File: src/rtl/rxf_pkg.sv
package rxf_pkg;
  localparam int CTRL_W = 5;
  localparam int BIT_EN = 0;
  localparam int BIT_MCAST = 1;
  localparam int BIT_PROMISC = 2;
  localparam int BIT_REJBAD = 3;
  localparam int BIT_FLUSH = 4;

  typedef enum logic [1:0] {ST_IDLE, ST_ADDR, ST_PASS, ST_SKIP} rxState_e;

  // strobes from control toward the FIFO-side output stage
  typedef struct packed {
    logic wr;
    logic commit;
    logic drop;
    logic flush;
    logic err;
  } fifoStrb_t;

  // address capture commands
  typedef struct packed {
    logic capStart;
    logic capNext;
  } capStrb_t;

  // address classification back to control
  typedef struct packed {
    logic last;
    logic bcast;
    logic mcast;
    logic station;
  } daFlags_t;
endpackage

File: src/rtl/rxf_datapath.sv
module rxf_datapath
  import rxf_pkg::*;
#(
  parameter int DATA_W = 8,
  parameter int ADDR_BYTES = 6
) (
  input  logic                         clk,
  input  logic                         rstN,
  input  logic [ADDR_BYTES*DATA_W-1:0] stationAddr,
  input  logic [DATA_W-1:0]            rxData,
  input  capStrb_t                     cap,
  input  fifoStrb_t                    strb,
  output daFlags_t                     daFlags,
  output logic                         fifoWr,
  output logic [DATA_W-1:0]            fifoData,
  output logic                         fifoCommit,
  output logic                         fifoDrop,
  output logic                         fifoFlush,
  output logic                         rxErr
);
  localparam int CNT_W = $clog2(ADDR_BYTES + 1);
  localparam int BUF_N = ADDR_BYTES - 1;

  logic [CNT_W-1:0]  cnt;
  logic [DATA_W-1:0] daBuf [BUF_N];
  logic [DATA_W-1:0] curBytes [ADDR_BYTES];
  logic [ADDR_BYTES-1:0] isOnes, isMatch;

  generate
    for (genvar k = 0; k < ADDR_BYTES; k++) begin : g_cmp
      if (k < BUF_N) begin : g_held
        assign curBytes[k] = daBuf[k];
      end else begin : g_live
        assign curBytes[k] = rxData;
      end
      assign isOnes[k]  = &curBytes[k];
      assign isMatch[k] = curBytes[k] == stationAddr[(ADDR_BYTES-1-k)*DATA_W +: DATA_W];
    end
  endgenerate

  assign daFlags.last    = cnt == CNT_W'(BUF_N);
  assign daFlags.bcast   = &isOnes;
  assign daFlags.mcast   = curBytes[0][0];
  assign daFlags.station = &isMatch;

  always_ff @(posedge clk) begin
    if (!rstN) begin
      cnt <= '0;
      for (int k = 0; k < BUF_N; k++) daBuf[k] <= '0;
    end else if (cap.capStart) begin
      daBuf[0] <= rxData;
      cnt <= CNT_W'(1);
    end else if (cap.capNext) begin
      for (int k = 0; k < BUF_N; k++)
        if (cnt == CNT_W'(k)) daBuf[k] <= rxData;
      cnt <= cnt + 1'b1;
    end
  end

  always_ff @(posedge clk) begin
    if (!rstN) begin
      fifoWr <= 1'b0;
      fifoData <= '0;
      fifoCommit <= 1'b0;
      fifoDrop <= 1'b0;
      fifoFlush <= 1'b0;
      rxErr <= 1'b0;
    end else begin
      fifoWr <= strb.wr;
      fifoData <= rxData;
      fifoCommit <= strb.commit;
      fifoDrop <= strb.drop;
      fifoFlush <= strb.flush;
      rxErr <= strb.err;
    end
  end

  // a frame ends in at most one way per cycle
  p_one_ending_r10: assert property (@(posedge clk) disable iff (!rstN)
    $onehot0({fifoCommit, fifoDrop, fifoFlush}));
  // the address counter never runs past the address field
  p_cnt_bound_r9: assert property (@(posedge clk) disable iff (!rstN)
    cnt <= CNT_W'(BUF_N));
endmodule

File: src/rtl/rxf_ctrl.sv
module rxf_ctrl
  import rxf_pkg::*;
#(
  parameter int REG_W = 32
) (
  input  logic             clk,
  input  logic             rstN,
  input  logic             regWr,
  input  logic             regRd,
  input  logic [REG_W-1:0] regWdata,
  output logic [REG_W-1:0] regRdata,
  input  logic             rxValid,
  input  logic             rxSof,
  input  logic             rxEof,
  input  logic             rxCrcOk,
  input  daFlags_t         daFlags,
  output capStrb_t         cap,
  output fifoStrb_t        strb
);
  logic rxEn, allMcast, promisc, rejBad, flushPend;
  logic flushReq, accept;
  logic unusedWdata;
  rxState_e state, nxt;

  assign unusedWdata = ^regWdata[REG_W-1:CTRL_W];
  assign flushReq = regWr && regWdata[BIT_FLUSH];
  assign regRdata = {{(REG_W-CTRL_W){1'b0}}, flushPend, rejBad, promisc, allMcast, rxEn};
  assign accept = promisc || daFlags.bcast || daFlags.station || (daFlags.mcast && allMcast);

  always_ff @(posedge clk) begin
    if (!rstN) begin
      rxEn <= 1'b0;
      allMcast <= 1'b0;
      promisc <= 1'b0;
      rejBad <= 1'b1;
      flushPend <= 1'b0;
      state <= ST_IDLE;
    end else begin
      if (regWr) begin
        rxEn <= regWdata[BIT_EN];
        allMcast <= regWdata[BIT_MCAST];
        promisc <= regWdata[BIT_PROMISC];
        rejBad <= regWdata[BIT_REJBAD];
      end
      if (flushReq) flushPend <= 1'b1;
      else if (regRd) flushPend <= 1'b0;
      state <= nxt;
    end
  end

  always_comb begin
    nxt = state;
    strb = '0;
    cap = '0;
    if (flushReq) begin
      strb.flush = 1'b1;
      nxt = ST_IDLE;
    end else if (!rxEn) begin
      strb.drop = (state == ST_ADDR) || (state == ST_PASS);
      nxt = ST_IDLE;
    end else if (rxValid) begin
      unique case (state)
        ST_IDLE: if (rxSof && !rxEof) begin
          strb.wr = 1'b1;
          cap.capStart = 1'b1;
          nxt = ST_ADDR;
        end
        ST_ADDR, ST_PASS: begin
          if (rxSof) begin
            strb.drop = 1'b1;
            nxt = rxEof ? ST_IDLE : ST_SKIP;
          end else if (state == ST_ADDR && !daFlags.last) begin
            if (rxEof) begin
              strb.drop = 1'b1;
              nxt = ST_IDLE;
            end else begin
              strb.wr = 1'b1;
              cap.capNext = 1'b1;
            end
          end else if (state == ST_ADDR && !accept) begin
            strb.drop = 1'b1;
            nxt = rxEof ? ST_IDLE : ST_SKIP;
          end else if (rxEof) begin
            if (!rxCrcOk && rejBad) begin
              strb.flush = 1'b1;
              strb.err = 1'b1;
            end else begin
              strb.wr = 1'b1;
              strb.commit = 1'b1;
            end
            nxt = ST_IDLE;
          end else begin
            strb.wr = 1'b1;
            nxt = ST_PASS;
          end
        end
        default: if (rxEof) nxt = ST_IDLE;
      endcase
    end
  end

  // a flush write leaves the flush bit set for software to see
  p_flush_pend_r3: assert property (@(posedge clk) disable iff (!rstN)
    flushReq |=> flushPend);
  // error only for a bad CRC with rejection on, always with a FIFO reset
  p_err_cause_r10: assert property (@(posedge clk) disable iff (!rstN)
    strb.err |-> (strb.flush && rejBad && !rxCrcOk));
  // nothing written or committed while the receiver is off
  p_quiet_off_r4: assert property (@(posedge clk) disable iff (!rstN)
    !rxEn |-> !(strb.wr || strb.commit));
  // a rejected frame stays silent
  p_skip_silent_r9: assert property (@(posedge clk) disable iff (!rstN)
    (state == ST_SKIP) |-> !(strb.wr || strb.commit || strb.drop));
endmodule

File: src/rtl/eth_rx_filter.sv
module eth_rx_filter
  import rxf_pkg::*;
#(
  parameter int DATA_W = 8,
  parameter int ADDR_BYTES = 6,
  parameter int REG_W = 32
) (
  input  logic                         clk,
  input  logic                         rstN,
  input  logic                         regWr,
  input  logic                         regRd,
  input  logic [REG_W-1:0]             regWdata,
  output logic [REG_W-1:0]             regRdata,
  input  logic [ADDR_BYTES*DATA_W-1:0] stationAddr,
  input  logic                         rxValid,
  input  logic                         rxSof,
  input  logic                         rxEof,
  input  logic [DATA_W-1:0]            rxData,
  input  logic                         rxCrcOk,
  output logic                         fifoWr,
  output logic [DATA_W-1:0]            fifoData,
  output logic                         fifoCommit,
  output logic                         fifoDrop,
  output logic                         fifoFlush,
  output logic                         rxErr
);
  daFlags_t  daFlags;
  capStrb_t  cap;
  fifoStrb_t strb;

  rxf_ctrl #(.REG_W(REG_W)) u_ctrl (
    .clk(clk), .rstN(rstN), .regWr(regWr), .regRd(regRd),
    .regWdata(regWdata), .regRdata(regRdata),
    .rxValid(rxValid), .rxSof(rxSof), .rxEof(rxEof), .rxCrcOk(rxCrcOk),
    .daFlags(daFlags), .cap(cap), .strb(strb)
  );

  rxf_datapath #(.DATA_W(DATA_W), .ADDR_BYTES(ADDR_BYTES)) u_dp (
    .clk(clk), .rstN(rstN), .stationAddr(stationAddr), .rxData(rxData),
    .cap(cap), .strb(strb), .daFlags(daFlags),
    .fifoWr(fifoWr), .fifoData(fifoData), .fifoCommit(fifoCommit),
    .fifoDrop(fifoDrop), .fifoFlush(fifoFlush), .rxErr(rxErr)
  );
endmodule

File: config.mk
export PLATFORM = sky130hd
export DESIGN_NAME = eth_rx_filter
export DESIGN_NICKNAME = d
export VERILOG_FILES = /design/src/rtl/rxf_pkg.sv /design/src/rtl/rxf_datapath.sv /design/src/rtl/rxf_ctrl.sv /design/src/rtl/eth_rx_filter.sv
export SDC_FILE = /design/constraint.sdc
export NUM_CORES = 1
export LEC_CHECK = 0
export BUFFER_PORTS_ARGS = -buffer_cell sky130_fd_sc_hd__buf_4
export CORE_AREA = 2 2 91 93
export DETAILED_ROUTE_END_ITERATION = 12
export DIE_AREA = 0 0 93 95
export PLACE_DENSITY_LB_ADDON = 0.1
export SETUP_SLACK_MARGIN = 0.05
export SLEW_MARGIN = 0
export SYNTH_ARGS = -nofsm -noshare
export SYNTH_HDL_FRONTEND = slang
export SYNTH_HIERARCHICAL = 1
export SYNTH_SLANG_ARGS = --single-unit
File: constraint.sdc
create_clock -name clk -period 2.4 [get_ports clk]
set_input_delay 0.12 -clock clk [delete_from_list [all_inputs] [get_ports clk]]
set_output_delay 0.12 -clock clk [all_outputs]
set_load 0.1 [all_outputs]
# Word level (Yosys, flattened, before mapping)

Memory sizes are Yosys's and may differ from the RTL's.
Index checks and enable logic that the tools add are counted.
Widths: inputs -> output; s select.

Bits in registers: 23
RAM bits: 40
Output and inout bits: 45
Word-level logic and storage cells: 153
Memories kept: 1

Add/sub/neg operators: 1
Eq/ne operators: 14
Muxes and demuxes: 84
Bitwise operators: 11
Reductions and logical operators: 28

Memories:

| memory     | depth | bits a word | read ports | clocked after Yosys merged registers in | write ports | RTL line           | text |
|---|---|---|---|---|---|---|---|
| u_dp.daBuf | 5     | 8           | 5          | 0                                       | 5           | rxf_datapath.sv:25 | `logic [DATA_W-1:0] daBuf [BUF_N];` |

Operators by type and width:

| operator            | number |
|---|---|
| $mux 2              | 25 |
| $mux 1              | 49 |
| $eq 8x8->1          | 6 |
| $mux 8              | 6 |
| $reduce_and 48->1   | 1 |
| $reduce_or 9->1     | 1 |
| $reduce_or 7->1     | 1 |
| $eq 3x2->1 const B  | 2 |
| $eq 3x3->1 const B  | 2 |
| $logic_and 1x1->1   | 6 |
| $mux 3              | 2 |
| $or 1x1->1          | 6 |
| $reduce_and 6->1    | 1 |
| $reduce_or 2->1     | 3 |
| $not 1->1           | 5 |
| $logic_not 1->1     | 4 |
| $logic_or 1x1->1    | 4 |
| $pmux 2 s2          | 1 |
| $reduce_bool 2->1   | 2 |
| $reduce_or 4->1     | 1 |
| $add 3x1->3 const B | 1 |
| $eq 3x1->1 const B  | 1 |
| $logic_not 3->1     | 1 |
| $reduce_or 3->1     | 1 |
| other kinds (6)     | 6 |

# Longest topological paths before layout

An unclocked memory read counts as a cell.

Depth in word-level cells: 17
Depth in mapped cells: 9
Depth with buffers taken out: 9

# Modules after synthesis

Netlist, hierarchy kept.

By module, submodules not included:

| module       | instances | cells an instance | area each (µm²) | seq. area each (µm²) |
|---|---|---|---|---|
| rxf_datapath | 1         | 191               | 2521.2          | 1521.5 |
| rxf_ctrl     | 1         | 95                | 760.7           | 140.1 |

# Least setup slack after synthesis

Ideal clock, no wire load.

Kind: flip-flop to flip-flop
Start: reg u_dp.cnt[1]
End: mem u_dp.daBuf[1][2], in the netlist u_dp/daBuf[0][10], enable pin
Setup time: 0.329 ns
Arrival time: 1.919 ns
Required time: 2.071 ns
Slack: 0.153 ns
Stages on the path, launching flop included: 10
Buffers on the path: 1
Cell sequence: dfxtp_1 > inv_1 > ha_1 > and2_1 > nor2b_1 > nor4b_1 > buf_2 > nor3b_1 > nand2_1 > nand2_1

RTL lines:

| item                   | RTL line           | text |
|---|---|---|
| start, declared        | rxf_datapath.sv:24 | `logic [CNT_W-1:0] cnt;` |
| start signal, assigned | rxf_datapath.sv:56 | `cnt <= cnt + 1'b1;` |
| end, declared          | rxf_datapath.sv:25 |  |

==> metrics.md <==
| Metric | Value |
|---|---|
| Routed met3 length | 465 um |
| Setup CP Type | reg2reg |
| Internal power | 0.00174 W |
| CP max-delay cell | edfxtp_1 |
| Chip height | 95 um |
| DRT iter0 DRCs | 167 |
| EDFF count, synth | 40 |
| Mean post-synth cell area | 11.5 um2 |
| CTS Buf Count | 9 |
| Pleak | 1.85 nW |
| P&R area growth vs syn | 30.3% |
| CP max FO | 3 |
| Fmax | 440 MHz |
| Remaining Overflow, GRT | 0 |
| CTS tree | done |
| Final Hold Viols | 0 |
| Sequential area share after synthesis | 0.506 |
| Synthesized netlist cell count | 286 |
| R2r setup slk | 0.13 ns |
| GRT Total Usage | 0.186 |
| M1 WL | 3.60 mm |
| Die Wd | 93 um |
| CP Launch Type | flip-flop |
| Synth Register Bits | 63 |
| Hold Path Depth | 3 |
| Layout cells sized above 1 | 0.367 |
| Overall power | 0.00257 W |
| Unrepaired setup endpoints after global routing | true |
| Port bufs | 86 |
| RePlAce Congestion | 0.823 |
| Cell Chain, Critical Path | xor2_1, nor4_2, nand4_1, nor3_2, nor4b_2, a211oi_2, nand4_1, a21oi_1, and2_1 |
| Setup violators final | 0 |
| Worst hold path class | in2reg |
| Vias in the first global route | 2299 |
| Final min period | 2.27 ns |
| Global-route wire length before repair | 12.2 mm |
| Largest net degree at the start of global routing | 27 |
| Drt wl/cell | 16.2 um |
| Commonest cells after routing, fill and taps aside | 96 x buf_4, 49 x xor2_1, 40 x edfxtp_1 |
| CTS Root Cell | clkbuf_8 |
| Mapped cell area | 3280 um2 |
| Core area | 7930 um2 |
| Most Frequent Cell on Critical Path | nand4_1 |
| Worst reg-to-reg path cell count | 9 |
| Final net count | 489 |
| Final worst-path cycle share | 0.948 |
| Clock Path Buffers | 2 |
| Core Rows | 33 |
| Worst-skew pair later-pin latency | 0.33 ns |
| Fin. max-slew vios | 0 |
| Psw | 0.000826 W |
| Clk sinks | 63 |
| Metal2 WL | 3.86 mm |
| MaxCap Viol Count | 0 |
| CP startpoint | u_dp/daBuf[0][34]$_DFFE_PP_ |
| Worst R2R End | u_dp/rxErr$_SDFF_PN0_ |
| YS warnings | 6 |
| Initial core utilization | 0.414 |
| Post-synth cell types | 42 |
| Power Density | 601 nW/um2 |
| Via/cell ratio | 4.78 |
| Top Metal Used | met4 |
| Non-Filler Instances | 495 |
| Hold Path Sink | u_ctrl/rejBad$_SDFFE_PN1P_ |
| Vias | 2368 |
| Min-delay src | regWdata[3] |
| Switch share | 0.321 |
| Sequential share of power | 0.473 |
| DPL Wire Length | 6.32 mm |
| Clk pwr share | 0.310 |
| Final worst setup slack | 0.125 ns |
| H-tree levels | 3 |
| Crit path largest cell delay | 0.42 ns |
| Most used DFF post-synth | edfxtp_1 |
| Post-Route WL | 8.03 mm |
| I/O pins | 141 |
| Data arrival time of the critical path | 2.55 ns |
| Initial antenna violation count | 0 |
| Worst VDD drop | 0.282 mV |
| Place WS | 0.0165 ns |
| Setup crit end kind | flip-flop |
| Post-route ant nets | 0 |
| Post-synthesis async set-or-reset flop share | 0 |
| Placed cells | 476 |
| Clk slew on worst S/H paths | 0.07 ns |
| Final clock skew | 0.0101 ns |
| R2R Path Start | u_dp/daBuf[0][34]$_DFFE_PP_ |
| WP data required | 2.67 ns |
| Drt pass-1 iters | 4 |
| Final antenna diode count | 0 |
| Remaining DRCs | 0 |
| Final Util | 0.540 |
| Combinational Power Share | 0.216 |
| Commonest non-fill, non-tap cell in the layout | buf_4 |
| Die footprint | 8840 um2 |
| Status | completed |
==> worst max-delay path by stage <==
| stage | to | slack (ns) | cells after the start |
|---|---|---|---|
| after floorplan | u_dp/daBuf[0][10]$_DFFE_PP_ | 0.15 | 9 |
| after global placement | u_dp/daBuf[0][32]$_DFFE_PP_ | 0.05 | 9 |
| after detailed placement | u_dp/daBuf[0][32]$_DFFE_PP_ | 0.02 | 9 |
| after CTS | u_dp/fifoWr$_SDFF_PN0_ | 0.05 | 9 |
| after global routing | u_dp/rxErr$_SDFF_PN0_ | -0.04 | 9 |
| final | u_dp/rxErr$_SDFF_PN0_ | 0.13 | 9 |
==> power by group through the flow <==
stage / sequential [W] / clock (W) / combinational (W)
CTS: 0.00122 / 0.000817 / 0.000546
floorplan: 0.00129 / 0 / 0.000359
global route: 0.00122 / 0.000871 / 0.000586
detailed placement: 0.00124 / 0 / 0.000544
finish: 0.00122 / 0.000798 / 0.000556
global placement: 0.00124 / 0 / 0.000541
==> state kept, by name, summed over array words and instances (netlist names), 2 cells and up <==
name and cells:
u_ctrl/state 2, u_dp/daBuf 40, u_dp/fifoData 8, u_dp/cnt 3
==> cell type report <==
type | count | area [um2]
flip-flops and latches | 63 | 1660
clock inverters | 4 | 21.3
multi-input cells | 204 | 1510
well taps | 105 | 131
fillers | 712 | 3650
repair buffers | 99 | 781
inverters | 8 | 30.0
clock buffers | 12 | 145
==> per-stage QoR <==
step	TNS [ns]	hold slack, ns	cell area, um2
finish	0	0.0200	4280
global route	-0.0433	0.0302	4280
CTS	0	0.00269	4180
detailed placement	0	0.348	4000
global placement	0	0.335	4000
floorplan	0	0.182	3380
==> critical path, delay by kind of cell (launching register included) <==
| kind | cells | cell delay [ns] |
|---|---|---|
| compound gates | 2 | 0.41 |
| xor+xnor | 1 | 0.19 |
| flops | 1 | 0.42 |
| simple gates | 6 | 1.20 |
==> cell families after synthesis <==
logic type                 Yosys count  synth area share
DFF                                 63             0.506
other                                1           0.00114
xor gates and xnor gates            49             0.131
AOI/OAI and AO/OA                   22            0.0480
and+or+nand+nor                     93             0.176
adders and majority gates            8            0.0305
muxes                                5            0.0153
buffers and inverters               45            0.0919
==> metal layers <==
metal / up-vias / track usage
met5: - / 0
met4: 0 / 0.0686
met3: 11 / 0.0399
met2: 87 / 0.298
met1: 1116 / 0.249
li1: 1154 / -
==> synthesized netlist by cell type, types with 2 or more instances <==
master / instances / area, um2
nand3_1: 2 / 10.0
nand3b_1: 2 / 15.0
inv_1: 8 / 30.0
xor2_1: 49 / 429
nor4_2: 2 / 25.0
a211oi_1: 3 / 22.5
nand4_1: 18 / 113
and2_2: 2 / 15.0
nor2_1: 3 / 11.3
mux2i_1: 5 / 50.1
edfxtp_1: 40 / 1200
nor2b_1: 5 / 31.3
ha_1: 8 / 100
nor4b_1: 2 / 17.5
nor4_1: 13 / 81.3
buf_4: 33 / 248
clkbuf_1: 2 / 7.51
and2_1: 21 / 131
nand2_1: 12 / 45.0
and3_1: 2 / 12.5
a21boi_0: 4 / 30.0
dfxtp_1: 23 / 460
o21a_1: 2 / 15.0
a21oi_1: 5 / 25.0
nand2b_1: 3 / 18.8
==> repair_timing <==
action,in CTS,in global routing
pin swaps,0,8
setup buffers,0,3
hold buffers,0,0
resized for setup,6,17
endpoints found under the setup margin,24,85
Note: power is estimated with default switching activity, not from simulation.
